==> src/rtl/clkgen_mode_pkg.sv <==
// Shared codes for the clock generator mode controller.
// Assumes at most three main-clock sources and four modes.
package clkgen_mode_pkg;

    typedef enum logic [1:0] {
        MODE_FEI   = 2'd0,
        MODE_FBE   = 2'd1,
        MODE_PEE   = 2'd2,
        MODE_PWAIT = 2'd3
    } mode_t;

    typedef enum logic [1:0] {
        SRC_FLL = 2'd0,
        SRC_EXT = 2'd1,
        SRC_PLL = 2'd2
    } src_t;

    typedef enum logic [1:0] {
        LCK_FLL  = 2'd0,
        LCK_DCO2 = 2'd1,
        LCK_OFF  = 2'd2
    } lclk_t;

    localparam int unsigned NUM_SRC = 3;

endpackage

==> src/rtl/clkgen_cfg_decode.sv <==
// Combinational decode of the control fields into a requested mode.
// Assumes fields are already stable register outputs; flags any
// combination that matches no defined mode.
module clkgen_cfg_decode
    import clkgen_mode_pkg::*;
(
    input  logic [1:0] src_sel,
    input  logic       iref_sel,
    input  logic       pll_sel,
    input  logic       low_pwr,
    output logic       legal,
    output mode_t      req_mode
);

    // Match the field pattern of each defined mode.
    always_comb begin
        legal    = 1'b1;
        req_mode = MODE_FEI;
        if (src_sel == 2'b00 && iref_sel && !pll_sel) begin
            req_mode = MODE_FEI;
        end else if (src_sel == 2'b10 && !iref_sel && !pll_sel && !low_pwr) begin
            req_mode = MODE_FBE;
        end else if (src_sel == 2'b00 && !iref_sel && pll_sel) begin
            req_mode = MODE_PEE;
        end else begin
            legal = 1'b0;
        end
    end

endmodule

==> src/rtl/clkgen_ref_check.sv <==
// Checks the divided-reference frequency code against the lock window
// of whichever loop the current mode uses. Windows are inclusive.
module clkgen_ref_check
    import clkgen_mode_pkg::*;
#(
    parameter int unsigned FREQ_W  = 18,
    parameter int unsigned FLL_MIN = 2000,
    parameter int unsigned FLL_MAX = 2500,
    parameter int unsigned PLL_MIN = 64000,
    parameter int unsigned PLL_MAX = 128000
) (
    input  mode_t             mode_q,
    input  logic [FREQ_W-1:0] ref_code,
    output logic              ref_err
);

    localparam logic [FREQ_W-1:0] FLO = FREQ_W'(FLL_MIN);
    localparam logic [FREQ_W-1:0] FHI = FREQ_W'(FLL_MAX);
    localparam logic [FREQ_W-1:0] PLO = FREQ_W'(PLL_MIN);
    localparam logic [FREQ_W-1:0] PHI = FREQ_W'(PLL_MAX);

    logic pll_side;

    // Pick the window by loop type and compare.
    always_comb begin
        pll_side = (mode_q == MODE_PEE) || (mode_q == MODE_PWAIT);
        if (pll_side) ref_err = (ref_code < PLO) || (ref_code > PHI);
        else          ref_err = (ref_code < FLO) || (ref_code > FHI);
    end

endmodule

==> src/rtl/clkgen_clk_switch.sv <==
// Main-clock mux sequencer. When the requested source differs from the
// active one it clears the old gate while the old clock is low, then sets
// the new gate while the new clock is low, then reports the new source.
// Assumes src_low is already synchronised to clk.
module clkgen_clk_switch
    import clkgen_mode_pkg::*;
(
    input  logic               clk,
    input  logic               rst_n,
    input  src_t               req_src,
    input  logic [NUM_SRC-1:0] src_low,
    output logic [NUM_SRC-1:0] gate,
    output src_t               stat
);

    typedef enum logic [1:0] {
        SW_IDLE = 2'd0,
        SW_OFF  = 2'd1,
        SW_ON   = 2'd2,
        SW_DONE = 2'd3
    } sw_t;

    sw_t  st_q;
    src_t cur_q, tgt_q;

    // Switch state machine with gate and status registers.
    always_ff @(posedge clk) begin
        if (!rst_n) begin
            st_q  <= SW_IDLE;
            cur_q <= SRC_FLL;
            tgt_q <= SRC_FLL;
            gate  <= 3'b001;
            stat  <= SRC_FLL;
        end else begin
            case (st_q)
                SW_IDLE: if (req_src != cur_q) begin
                    tgt_q <= req_src;
                    st_q  <= SW_OFF;
                end
                SW_OFF: if (src_low[cur_q]) begin
                    gate <= '0;
                    st_q <= SW_ON;
                end
                SW_ON: if (src_low[tgt_q]) begin
                    gate          <= '0;
                    gate[tgt_q]   <= 1'b1;
                    cur_q         <= tgt_q;
                    st_q          <= SW_DONE;
                end
                default: begin
                    stat <= cur_q;
                    st_q <= SW_IDLE;
                end
            endcase
        end
    end

    // never more than one gate on.
    assert_gate_onehot_R10: assert property (@(posedge clk) disable iff (!rst_n)
        $onehot0(gate));

    // an active gate only stays or turns off, never hops.
    assert_gate_no_hop_R10: assert property (@(posedge clk) disable iff (!rst_n)
        (gate != '0) |=> (gate == $past(gate) || gate == '0));

    // a gate turns on only after its clock was seen low.
    assert_gate_on_low_R10: assert property (@(posedge clk) disable iff (!rst_n)
        (gate == '0) |=> (gate == '0 || (|(gate & $past(src_low)))));

    // reported status always matches the gate that is on.
    assert_stat_matches_R11: assert property (@(posedge clk) disable iff (!rst_n)
        !$stable(stat) |-> gate[stat]);

endmodule

==> src/rtl/clkgen_mode_ctl.sv <==
// Clock generator mode controller top. Registers the operating mode from
// the decoded fields (holding on illegal input, waiting for PLL lock before
// PLL-engaged), drives loop/oscillator enables and local clock select,
// and runs the main mux switch sequencer.
// Assumes all inputs are synchronous to clk.
module clkgen_mode_ctl
    import clkgen_mode_pkg::*;
#(
    parameter int unsigned FREQ_W  = 18,
    parameter int unsigned DRS_W   = 2,
    parameter int unsigned FLL_MIN = 2000,
    parameter int unsigned FLL_MAX = 2500,
    parameter int unsigned PLL_MIN = 64000,
    parameter int unsigned PLL_MAX = 128000
) (
    input  logic              clk,
    input  logic              rst_n,
    input  logic [1:0]        src_sel,
    input  logic              iref_sel,
    input  logic              pll_sel,
    input  logic              low_pwr,
    input  logic              dbg_en,
    input  logic [DRS_W-1:0]  drs_sel,
    input  logic [FREQ_W-1:0] ref_code,
    input  logic              pll_lock,
    input  logic [2:0]        src_low,
    output logic [1:0]        mode,
    output logic [2:0]        main_gate,
    output logic [1:0]        clk_stat,
    output logic [1:0]        lclk_sel,
    output logic              fll_en,
    output logic              pll_en,
    output logic              osc_en,
    output logic              irc_en,
    output logic [DRS_W-1:0]  dco_range,
    output logic              ref_err,
    output logic              cfg_illegal
);

    logic  legal;
    mode_t req_mode, mode_q, mode_d;
    src_t  req_src, stat_s;
    lclk_t lclk_s;

    clkgen_cfg_decode u_dec (
        .src_sel  (src_sel),
        .iref_sel (iref_sel),
        .pll_sel  (pll_sel),
        .low_pwr  (low_pwr),
        .legal    (legal),
        .req_mode (req_mode)
    );

    // Next mode: hold on illegal fields, gate PLL-engaged on lock.
    always_comb begin
        if (!legal)                    mode_d = mode_q;
        else if (req_mode == MODE_PEE) mode_d = (mode_q == MODE_PEE || pll_lock) ? MODE_PEE : MODE_PWAIT;
        else                           mode_d = req_mode;
    end

    // Mode and illegal-flag registers.
    always_ff @(posedge clk) begin
        if (!rst_n) begin
            mode_q      <= MODE_FEI;
            cfg_illegal <= 1'b0;
        end else begin
            mode_q      <= mode_d;
            cfg_illegal <= !legal;
        end
    end

    // Per-mode enables, sources and status.
    always_comb begin
        req_src   = SRC_FLL;
        lclk_s    = LCK_FLL;
        fll_en    = 1'b1;
        pll_en    = 1'b0;
        osc_en    = 1'b1;
        irc_en    = 1'b0;
        dco_range = drs_sel;
        case (mode_q)
            MODE_FEI: begin
                osc_en = 1'b0;
                irc_en = 1'b1;
            end
            MODE_FBE: req_src = SRC_EXT;
            MODE_PWAIT: begin
                req_src = SRC_EXT;
                pll_en  = 1'b1;
            end
            default: begin
                req_src   = SRC_PLL;
                pll_en    = 1'b1;
                dco_range = '0;
                fll_en    = dbg_en;
                lclk_s    = dbg_en ? LCK_DCO2 : LCK_OFF;
            end
        endcase
    end

    clkgen_ref_check #(
        .FREQ_W (FREQ_W), .FLL_MIN (FLL_MIN), .FLL_MAX (FLL_MAX),
        .PLL_MIN (PLL_MIN), .PLL_MAX (PLL_MAX)
    ) u_ref (
        .mode_q   (mode_q),
        .ref_code (ref_code),
        .ref_err  (ref_err)
    );

    clkgen_clk_switch u_sw (
        .clk     (clk),
        .rst_n   (rst_n),
        .req_src (req_src),
        .src_low (src_low),
        .gate    (main_gate),
        .stat    (stat_s)
    );

    assign mode     = mode_q;
    assign clk_stat = stat_s;
    assign lclk_sel = lclk_s;

    // illegal fields leave the mode untouched.
    assert_illegal_hold_R8: assert property (@(posedge clk) disable iff (!rst_n)
        (!legal) |=> $stable(mode_q));

    // PLL-engaged is entered only after lock was seen.
    assert_lock_entry_R9: assert property (@(posedge clk) disable iff (!rst_n)
        (mode_q == MODE_PEE && $past(mode_q) != MODE_PEE) |-> $past(pll_lock));

    // range status follows the select outside PLL-engaged mode.
    assert_drs_pass_R6: assert property (@(posedge clk) disable iff (!rst_n)
        (mode_q != MODE_PEE) |-> (dco_range == drs_sel));

    // FLL off in PLL-engaged mode exactly when debug is off.
    assert_dbg_fll_R5: assert property (@(posedge clk) disable iff (!rst_n)
        (mode_q == MODE_PEE && !dbg_en) |-> (!fll_en && lclk_sel == 2'd2));

endmodule

==> config.mk <==
export PLATFORM = sky130hd
export DESIGN_NAME = clkgen_mode_ctl
export DESIGN_NICKNAME = d
export VERILOG_FILES = /design/src/rtl/clkgen_mode_pkg.sv /design/src/rtl/clkgen_cfg_decode.sv /design/src/rtl/clkgen_ref_check.sv /design/src/rtl/clkgen_clk_switch.sv /design/src/rtl/clkgen_mode_ctl.sv
export SDC_FILE = /design/constraint.sdc
export NUM_CORES = 1
export LEC_CHECK = 0
export BUFFER_PORTS_ARGS = -buffer_cell sky130_fd_sc_hd__buf_4
export CORE_UTILIZATION = 48
export DETAILED_ROUTE_END_ITERATION = 12
export GPL_TIMING_DRIVEN = 0
export PLACE_DENSITY = 0.93
export SKIP_CTS_REPAIR_TIMING = 1
export SLEW_MARGIN = 10
export SYNTH_ARGS = -nofsm -noshare
export SYNTH_HDL_FRONTEND = slang
export SYNTH_HIERARCHICAL = 1
export SYNTH_SLANG_ARGS = --single-unit
==> constraint.sdc <==
create_clock -name clk -period 3.47 [get_ports clk]
set_clock_uncertainty 0.1 [all_clocks]
set_input_delay 0.1735 -clock clk [delete_from_list [all_inputs] [get_ports clk]]
set_output_delay 0.1735 -clock clk [all_outputs]
set_load 0.1 [all_outputs]
==> impl_metrics.tcl <==
set metrics [dict create \
    status "finished clean" \
    clockRootBuffer "clkbuf_4" \
    cp-start-kind "register" \
    via_count 1031 \
    synth_fp_nets 147 \
    place_ws_ps 1840 \
    start_util_pct 53.7 \
    yosys.area_share.simple_pct 30.5 \
    netSwitchingPower_mw 0.238 \
    critPathSlowestCell "or4_4" \
    critPathKind "reg -> out" \
    regArea_um2 280 \
    coreArea_um2 1820 \
    fin_cells 188 \
    slew_headroom_pct 78.2 \
    n_fill_cell 122 \
    synth_area_um2 977 \
    cp-end-kind "primary output" \
    cp_max_fo 8 \
    first_pass_iters 4 \
    maxSlewViolCount 0 \
    antenna_left 0 \
    hold-path-cell-count 2 \
    swShare_pct 41.2 \
    antenna_found_initial 0 \
    post-place-cells 184 \
    ys_seq_area_share_pct 28.7 \
    grt_pass1_vias 913 \
    leakagePower_nw 0.611 \
    grt_busiest_layer "met2" \
    slowest_delay_ps 460 \
    ys_warn_count 6 \
    reg2reg_slack_ps 1820 \
    avgViaCountPerCell 5.48 \
    hp-class "in -> reg" \
    maxCapViolCount 0 \
    synthAdderAreaFrac_pct 5.12 \
    dieArea_um2 2220 \
    wl_per_cell_um 12.6 \
    num_antenna_cells 0 \
    drive_gt1_share_pct 41.1 \
    cts.clk_slew.worst_paths_ps 80 \
    powerDensity_nw_per_um2 411 \
    grt_overflow 0 \
    clockBufferDepth 2 \
    syn_to_final_growth_pct 43.8 \
    wl_mm 2.37 \
    final-setup-viol-count 0 \
    drc 0 \
    multi_input_area_um2 652 \
    drt-initial-drc-count 11 \
    pwr-share-clk_pct 20.9 \
    nets 200 \
    holdWs_ps 82.9 \
    die_h_um 47.1 \
    fp.dieW_um 47.1 \
    avgSynthCellArea_um2 8.80 \
    synth_xor_area_share_pct 1.79 \
    grt_pass1_wl_mm 3.75 \
    path_cells "or4_4, nor4_4, a22oi_2, buf_4" \
    min_period_ps 1890 \
    use_met2_pct 47.2 \
    synth_cell_type_count 43 \
    tightest_slew_ps 323 \
    tns_ps 0 \
    ir_worst_vdd_mv 0.272 \
    globalRouteMet3Util_pct 1.92 \
    ys_ff_latch 14 \
    cts_buffers 3 \
    ios 49 \
    finalPower_mw 0.578 \
    final_util_pct 77.2 \
    power_frac_seq_pct 32.8 \
    cp.required_ps 3200 \
    grt_usage_pct 24.6 \
    h-tree-depth 1 \
    final.period_utilization_pct 54.5 \
    rsz0062_at_grt "false" \
    synth_top_family_by_area "simple AND/OR/NAND/NOR gates" \
    fin_area_um2 1410 \
    critPathArrivalTime_ps 1620 \
    hold_viol 0 \
    cts.sink_count 14 \
    combPwrFrac_pct 46.3 \
    placed_area_um2 1370 \
    p_int_mw 0.340 \
    grt_max_degree 10 \
    synthMuxAreaShare_pct 9.22 \
    setup_ws_ps 1580 \
    routabilityCongestion 0.859 \
    rr_worst_depth 6 \
    clkLatencyLatePin_ps 290 \
    syn_inst 111 \
    cts_tree "done" \
    synth_compound_area_share_pct 20.1 \
    numPortBuffers 48 \
    met1_usage_pct 26.2 \
    dp_hpwl_mm 1.97 \
    max_freq_mhz 528 \
    row_count 15 \
]
-- metal layers --
metal / routed length (µm) / up-vias
met5: 0 / -
met4: 49 / 0
met3: 134 / 5
met2: 1230 / 53
met1: 957 / 464
li1: - / 509
-- power groups by stage --
stage | Sequential (mW) | Clock [mW] | Combinational, mW
5_1_grt | 0.193 | 0.128 | 0.286
3_3_place_gp | 0.192 | 0 | 0.257
3_5_place_dp | 0.193 | 0 | 0.267
2_1_floorplan | 0.240 | 0 | 0.144
4_1_cts | 0.189 | 0.121 | 0.267
6_report | 0.189 | 0.121 | 0.267
-- cells by family (layout without fill, tap and decap cells) --
logic type      after synthesis  after routing
simple gates                 47             47
buf+inv                      12             64
compound gates               23             23
xor+xnor                      2              2
mux                           9              9
flops                        14             14
fa+ha+maj                     4              4
-- registers in the layout, indices dropped and copies added (netlist names) --
| name | cells |
|---|---|
| cfg_illegal | 1 |
| u_sw/cur_q | 2 |
| mode | 2 |
| u_sw/tgt_q | 2 |
| u_sw/gate | 3 |
| u_sw/stat | 2 |
| u_sw/st_q | 2 |
-- worst paths after layout --
kind,from,endpoint
max,mode[1],ref_err
min,rst_n,mode[1]
max reg2reg,u_sw/st_q[0],u_sw/gate[1]
min reg2reg,u_sw/gate[0],u_sw/gate[0]
-- Yosys cell counts, drive strengths merged --
master / instances / area (µm²)
o21ai: 5 / 28.8
and2: 3 / 21.3
o2111ai: 1 / 8.76
and4: 1 / 8.76
nand4: 1 / 6.26
o22ai: 1 / 6.26
o311a: 1 / 10.0
o32ai: 2 / 17.5
dfxtp: 14 / 280
a21oi: 4 / 20.0
nor4: 3 / 33.8
xnor2: 2 / 17.5
nand4b: 1 / 8.76
inv: 10 / 37.5
a221oi: 1 / 15.0
nor4b: 1 / 8.76
nor2: 9 / 33.8
ha: 4 / 50.1
a22oi: 1 / 12.5
nand3: 4 / 25.0
nand2: 5 / 18.8
clkbuf: 2 / 7.51
nor2b: 5 / 31.3
a21bo: 1 / 10.0
nor3b: 2 / 15.0
mux2i: 9 / 90.1
o21a: 1 / 7.51
or4: 1 / 11.3
a41oi: 1 / 8.76
or2b: 1 / 7.51
o211ai: 3 / 41.3
nor3: 2 / 10.0
nand2b: 6 / 42.5
o211a: 1 / 10.0
nand3b: 2 / 15.0
-- cell usage in the layout, fill, tap and decap left out, types with 2 or more instances in the layout --
master,count
nand2_1,5
o21ai_0,4
buf_4,48
nor3b_1,2
nand2b_2,2
inv_1,8
nor2b_1,5
clkbuf_1,2
nor4_1,2
nor3_1,2
xnor2_1,2
nand2b_1,4
nand3b_1,2
clkbuf_4,3
and2_2,2
mux2i_1,9
o32ai_1,2
nor2_1,9
ha_1,4
inv_2,2
a21oi_1,4
dfxtp_1,14
nand3_1,3
-- worst max-delay path: cells and delay by family, from the launching register on --
kind | cells | cell delay, ps
AOI/OAI and AO/OA | 1 | 70
and+or+nand+nor | 2 | 620
DFF | 1 | 400
buffers and inverters | 1 | 240
-- cell type report --
cell class / count / area share (%)
sequential: 14 / 19.9
inverter: 10 / 2.67
multi-input combinational: 85 / 46.4
timing repair buffer: 48 / 25.6
tap: 25 / 2.23
buffer: 2 / 0.534
clock buffer: 4 / 2.58
Note: power is estimated with default switching activity, not from simulation.
